<file path="config.mk">
export PLATFORM = sky130hd
export DESIGN_NAME = tsr_router
export DESIGN_NICKNAME = d
export VERILOG_FILES = /design/src/rtl/tsr_pkg.sv /design/src/rtl/tsr_hop_reg.sv /design/src/rtl/tsr_cfg_shadow.sv /design/src/rtl/tsr_slot_stage.sv /design/src/rtl/tsr_router.sv
export SDC_FILE = /design/constraint.sdc
export NUM_CORES = 1
export LEC_CHECK = 0
export ABC_AREA = 1
export BUFFER_PORTS_ARGS = -buffer_cell sky130_fd_sc_hd__buf_2
export CAP_MARGIN = 15
export CORE_MARGIN = 10
export CORE_UTILIZATION = 50
export CTS_BUF_LIST = sky130_fd_sc_hd__clkbuf_8
export CTS_CLUSTER_SIZE = 28
export DETAILED_ROUTE_END_ITERATION = 10
export GPL_TIMING_DRIVEN = 1
export PLACE_DENSITY = 0.76
export SLEW_MARGIN = 25
export SYNTH_ARGS = -nofsm -noshare
export SYNTH_HDL_FRONTEND = slang
export SYNTH_SLANG_ARGS = --single-unit
</file>
<file path="constraint.sdc">
create_clock -name clk -period 1.85 [get_ports clk]
set_clock_uncertainty 0.05 [all_clocks]
set_input_delay 0.37 -clock clk [delete_from_list [all_inputs] [get_ports clk]]
set_output_delay 0.37 -clock clk [all_outputs]
set_load 0.1 [all_outputs]
</file>
<file path="src/rtl/tsr_pkg.sv">
package tsr_pkg;
  parameter int unsigned TS_DATA_W = 8;
  // Swap ordering is defined for exactly two slots.
  parameter int unsigned TS_SLOTS  = 2;

  typedef struct packed {
    logic                 stb;
    logic                 vld;
    logic                 sync;
    logic [TS_DATA_W-1:0] data;
  } ts_beat_t;

  localparam int unsigned TS_BEAT_W = $bits(ts_beat_t);

  function automatic ts_beat_t beat_flip(ts_beat_t b, logic [TS_DATA_W-1:0] m);
    ts_beat_t r;
    r      = b;
    r.data = b.data ^ m;
    return r;
  endfunction
endpackage

</file>
<file path="src/rtl/tsr_hop_reg.sv">
module tsr_hop_reg
  import tsr_pkg::*;
(
  input  logic     clk,
  input  logic     rst_n,
  input  ts_beat_t d,
  output ts_beat_t q
);
  always_ff @(posedge clk) begin
    if (!rst_n) q <= '0;
    else        q <= d;
  end
endmodule

</file>
<file path="src/rtl/tsr_cfg_shadow.sv">
module tsr_cfg_shadow #(
  parameter int unsigned NS = 2,
  parameter int unsigned DW = 8
) (
  input  logic           clk,
  input  logic           rst_n,
  input  logic           load,
  input  logic           swap_in,
  input  logic [NS*DW-1:0] mask_in,
  output logic           swap_q,
  output logic [NS*DW-1:0] mask_q
);
  // Copies only on a byte-strobe edge so a byte never sees a half-applied change.
  always_ff @(posedge clk) begin
    if (!rst_n) begin
      swap_q <= 1'b0;
      mask_q <= '0;
    end else if (load) begin
      swap_q <= swap_in;
      mask_q <= mask_in;
    end
  end
endmodule

</file>
<file path="src/rtl/tsr_slot_stage.sv">
module tsr_slot_stage
  import tsr_pkg::*;
(
  input  logic                 clk,
  input  logic                 rst_n,
  input  ts_beat_t             chain_in,
  input  ts_beat_t             ret_in,
  input  logic                 use_module,
  input  logic [TS_DATA_W-1:0] mask,
  output ts_beat_t             q
);
  ts_beat_t ret_fixed;
  ts_beat_t nxt;

  always_comb begin
    ret_fixed = beat_flip(ret_in, mask);
    nxt       = use_module ? ret_fixed : chain_in;
  end

  tsr_hop_reg u_hop (
    .clk   (clk),
    .rst_n (rst_n),
    .d     (nxt),
    .q     (q)
  );
endmodule

</file>
<file path="src/rtl/tsr_router.sv">
module tsr_router
  import tsr_pkg::*;
(
  input  logic                          clk,
  input  logic                          rst_n,
  input  logic                          in_stb,
  input  logic                          in_vld,
  input  logic                          in_sync,
  input  logic [TS_DATA_W-1:0]          in_data,
  input  logic                          cfg_swap,
  input  logic [TS_SLOTS-1:0]           cfg_oe,
  input  logic [TS_SLOTS*TS_DATA_W-1:0] cfg_mask,
  input  logic [TS_SLOTS-1:0]           slot_present,
  output logic [TS_SLOTS-1:0]           slot_tx_stb,
  output logic [TS_SLOTS-1:0]           slot_tx_vld,
  output logic [TS_SLOTS-1:0]           slot_tx_sync,
  output logic [TS_SLOTS*TS_DATA_W-1:0] slot_tx_data,
  input  logic [TS_SLOTS-1:0]           slot_rx_stb,
  input  logic [TS_SLOTS-1:0]           slot_rx_vld,
  input  logic [TS_SLOTS-1:0]           slot_rx_sync,
  input  logic [TS_SLOTS*TS_DATA_W-1:0] slot_rx_data,
  output logic                          out_stb,
  output logic                          out_vld,
  output logic                          out_sync,
  output logic [TS_DATA_W-1:0]          out_data
);
  localparam int unsigned DW   = TS_DATA_W;
  localparam int unsigned NS   = TS_SLOTS;
  localparam int unsigned LAST = NS - 1;

  ts_beat_t        in_beat;
  ts_beat_t        in_q;
  ts_beat_t        out_q;
  ts_beat_t        rx_beat  [NS];
  ts_beat_t        tx_beat  [NS];
  ts_beat_t        stage_q  [NS];
  ts_beat_t        chain_in [NS];
  logic [DW-1:0]   mask_arr [NS];
  logic            swap_q;
  logic [NS*DW-1:0] mask_q;

  assign in_beat = '{stb: in_stb, vld: in_vld, sync: in_sync, data: in_data};

  tsr_cfg_shadow #(.NS(NS), .DW(DW)) u_shadow (
    .clk     (clk),
    .rst_n   (rst_n),
    .load    (in_stb),
    .swap_in (cfg_swap),
    .mask_in (cfg_mask),
    .swap_q  (swap_q),
    .mask_q  (mask_q)
  );

  tsr_hop_reg u_in_hop (
    .clk   (clk),
    .rst_n (rst_n),
    .d     (in_beat),
    .q     (in_q)
  );

  // Physical slot side: unpack returns, feed each slot from its chain position.
  for (genvar s = 0; s < NS; s++) begin : g_slot
    logic pos_s;
    assign pos_s        = swap_q ^ 1'(s);
    assign rx_beat[s]   = '{stb:  slot_rx_stb[s],
                            vld:  slot_rx_vld[s],
                            sync: slot_rx_sync[s],
                            data: slot_rx_data[s*DW +: DW]};
    assign mask_arr[s]  = mask_q[s*DW +: DW];
    // Pins of an empty slot stay low.
    assign tx_beat[s]   = slot_present[s] ? chain_in[pos_s] : '0;
    assign slot_tx_stb[s]            = tx_beat[s].stb;
    assign slot_tx_vld[s]            = tx_beat[s].vld;
    assign slot_tx_sync[s]           = tx_beat[s].sync;
    assign slot_tx_data[s*DW +: DW]  = tx_beat[s].data;
  end

  // Chain positions: each picks its physical slot through the swap setting.
  for (genvar p = 0; p < NS; p++) begin : g_pos
    logic sel_p;
    logic act_p;
    assign sel_p = swap_q ^ 1'(p);
    assign act_p = cfg_oe[sel_p] & slot_present[sel_p];

    if (p == 0) begin : g_head
      assign chain_in[p] = in_q;
    end else begin : g_tail
      assign chain_in[p] = stage_q[p-1];
    end

    tsr_slot_stage u_stage (
      .clk        (clk),
      .rst_n      (rst_n),
      .chain_in   (chain_in[p]),
      .ret_in     (rx_beat[sel_p]),
      .use_module (act_p),
      .mask       (mask_arr[sel_p]),
      .q          (stage_q[p])
    );
  end

  tsr_hop_reg u_out_hop (
    .clk   (clk),
    .rst_n (rst_n),
    .d     (stage_q[LAST]),
    .q     (out_q)
  );

  assign out_stb  = out_q.stb;
  assign out_vld  = out_q.vld;
  assign out_sync = out_q.sync;
  assign out_data = out_q.data;
endmodule

</file>
==> results by group <==
Worst setup path
  • Crit-path max cell delay: 0.38 ns
  • Critical Path AT: 1.40 ns
  • CP Buf/Inv Count: 3
  • Startpoint Class: flop
  • Crit path max-delay cell type: dfxtp_4
  • Crit Path Category: flop to output pin
  • CP Capture Type: output pin
  • Worst path cell trace: inv_6, nand2_4, buf_12, o22ai_4, buf_12
  • Worst Path Required: 1.43 ns
  • CP max FO: 8
  • Most used cell, CP: buf_12
  • Crit-path leading delay family: buffers and inverters

Detailed routing
  • DR vias: 3785
  • Routed vias/inst: 4.89
  • WL final: 10100 um
  • Drt wl/cell: 13.1 um
  • Initial DRC Count: 216
  • Drt drc: 0
  • Detailed Routing Iterations Pass 1: 5
  • Post-DRT Antenna Nets: 0

Power
  • Leak pwr: 2.75 nW
  • Power per Cell Area: 816 nW/um^2
  • P_int: 2.63 mW
  • Sequential power share: 35.6%
  • Switching power: 1.42 mW
  • Pwr Total: 4.05 mW
  • Clock power frac: 33.1%
  • Sw frac: 35.0%
  • Worst vdd ir: 409 uV
  • Comb pwr share: 31.3%

STA
  • Final period util: 98.6%
  • Setup WS post-layout: 0.0262 ns
  • Worst slew pin tran: 0.491 ns
  • Setup TNS: 0 ns
  • Hold slack final: 0.166 ns
  • Final hold viol count: 0
  • Post-layout min period: 1.82 ns
  • Final Setup Violations: 0
  • Final Max Slew Viols: 0
  • RSZ-0062 raised after global routing: yes
  • Rel. slew slack: 67.5%
  • Upper clock frequency limit: 548 MHz

Cells and area
  • Final std cells w/o fill: 774
  • Most frequent cells in the layout: 320 x nand2_1, 80 x inv_1, 66 x buf_2
  • Diode count: 0
  • Share of layout cells above drive strength 1: 21.6%
  • Commonest non-fill, non-tap cell in the layout: nand2_1
  • Number of fill cells in the layout: 536
  • Nets: 745
  • Final core occ: 73.5%
  • Cell area after layout: 4970 um^2
  • Layout area overhead: 44.4%

GRT
  • Vias in the first global route: 3572
  • Antenna violations before repair: 0
  • First-pass GRT wire length: 16300 um
  • GRT Residual Overflow: 0
  • Largest net degree at the start of global routing: 70
  • Global-route usage over all layers: 19.0%

Floorplan
  • Total die area: 10600 um^2
  • # IOs: 89
  • Core area: 6760 um^2
  • Die X: 103 um
  • Die height: 103 um
  • Std-Cell Rows: 30
  • Initial Utilization: 50.9%

Logic synthesis
  • Synth area leader: dfxtp_1
  • Net Count, Synth: 664
  • Syn Inst Count: 608
  • Count of state elements after synthesis: 61
  • Seq/Total Area, Yosys: 35.5%
  • Mean Syn Cell Area: 5.66 um^2
  • Top cells by area, synth: dfxtp_1 36%, nand2_1 35%, inv_1 8.7%
  • Yosys top cell area share: 35.5%
  • Ys Warns: 0
  • Synth Cell Area: 3440 um^2
  • Yosys cell types: 14

Placed design
  • # port buffers: 88
  • Dpl ws: 0.280 ns
  • Placed cell areas: 4590 um^2
  • Post-DP HPWL: 7020 um
  • GPL Wtd Cong: 0.795
  • Placed Instances: 753

Status
  • Status: complete, no violations

CTS
  • CTS Root Cell: clkbuf_8
  • Worst-Skew Late Latency: 0.34 ns
  • CTS H-Tree Depth: 3
  • CTS buffer count: 9
  • Clk sinks: 61
  • CTS tree: done
  • Clock Path Buffers: 2
  • Clk slew on worst S/H paths: 0.07 ns

Run
  • Max Cap Viol: 0

Hold path
  • HP Class: input port to flop
[synthesized netlist by cell type (all sizes together)]
library cell	number
buf	22
nand2	326
inv	81
a21oi	17
o21ai	23
clkbuf	12
o22ai	22
dfxtp	61
nor2	44
[timing repair]
| item | 4_1_cts | 5_1_grt |
|---|---|---|
| cloned | 1 | 2 |
| pin swaps | 2 | 4 |
| endpoints found under the setup margin | 22 | 17 |
| hold buffers | 0 | 0 |
| buffers inserted | 2 | 0 |
| gates resized for setup | 10 | 3 |
[worst min-delay path: stages]
cell and delay [ns]:
buf_2 0.08, nand2_1 0.04, inv_1 0.04
[path summary, 6_finish.rpt]
kind / from / to / slack (ns) / depth (start not counted)
worst min-delay path: in_data[6] / u_in_hop.q[6] / 0.17 / 3
worst min register to register: g_pos[1].u_stage.u_hop.q[9] / u_out_hop.q[9] / 0.37 / 2
worst max-delay path: u_shadow.swap_q / slot_tx_data[14] / 0.03 / 5
worst max register to register: u_shadow.swap_q / g_pos[1].u_stage.u_hop.q[2] / 0.24 / 10
[routing by layer]
| metal | global-route usage (%) | up-vias | wire length [um] |
|---|---|---|---|
| li1 | - | 1975 | - |
| met1 | 23.8 | 1663 | 4430 |
| met2 | 31.5 | 133 | 4820 |
| met3 | 4.02 | 14 | 726 |
| met4 | 6.10 | 0 | 129 |
| met5 | 0 | - | 0 |
[power groups by stage]
stage          logic (mW)  clock network [mW]  registers [mW]
2_1_floorplan       0.773                   0            1.56
3_3_place_gp         1.18                   0            1.47
3_5_place_dp         1.20                   0            1.47
4_1_cts              1.24                1.35            1.44
5_1_grt              1.38                1.41            1.45
6_report             1.27                1.34            1.44
[flip-flops by register name, summed over array words and instances, names as in the netlist]
register	flops
u_shadow.mask_q	16
u_out_hop.q	11
u_in_hop.q	11
g_pos.u_stage.u_hop.q	22
u_shadow.swap_q	1
[area by class of cell]
type	count	area [um^2]	area share, %
Clock buffer	10	138	2.77
Clock inverter	6	86.3	1.74
Inverter	81	309	6.22
Multi-Input combinational cell	432	2050	41.4
Sequential cell	61	1220	24.7
Tap cell	80	100	2.02
Timing Repair Buffer	104	1050	21.2
[cells by family after synthesis]
group | count (synthesis) | synth area share (%)
buffers and inverters | 115 | 14.0
AOI/OAI and AO/OA | 62 | 9.83
DFF | 61 | 35.5
and+or+nand+nor | 370 | 40.6
Note: power is estimated with default switching activity, not from simulation.
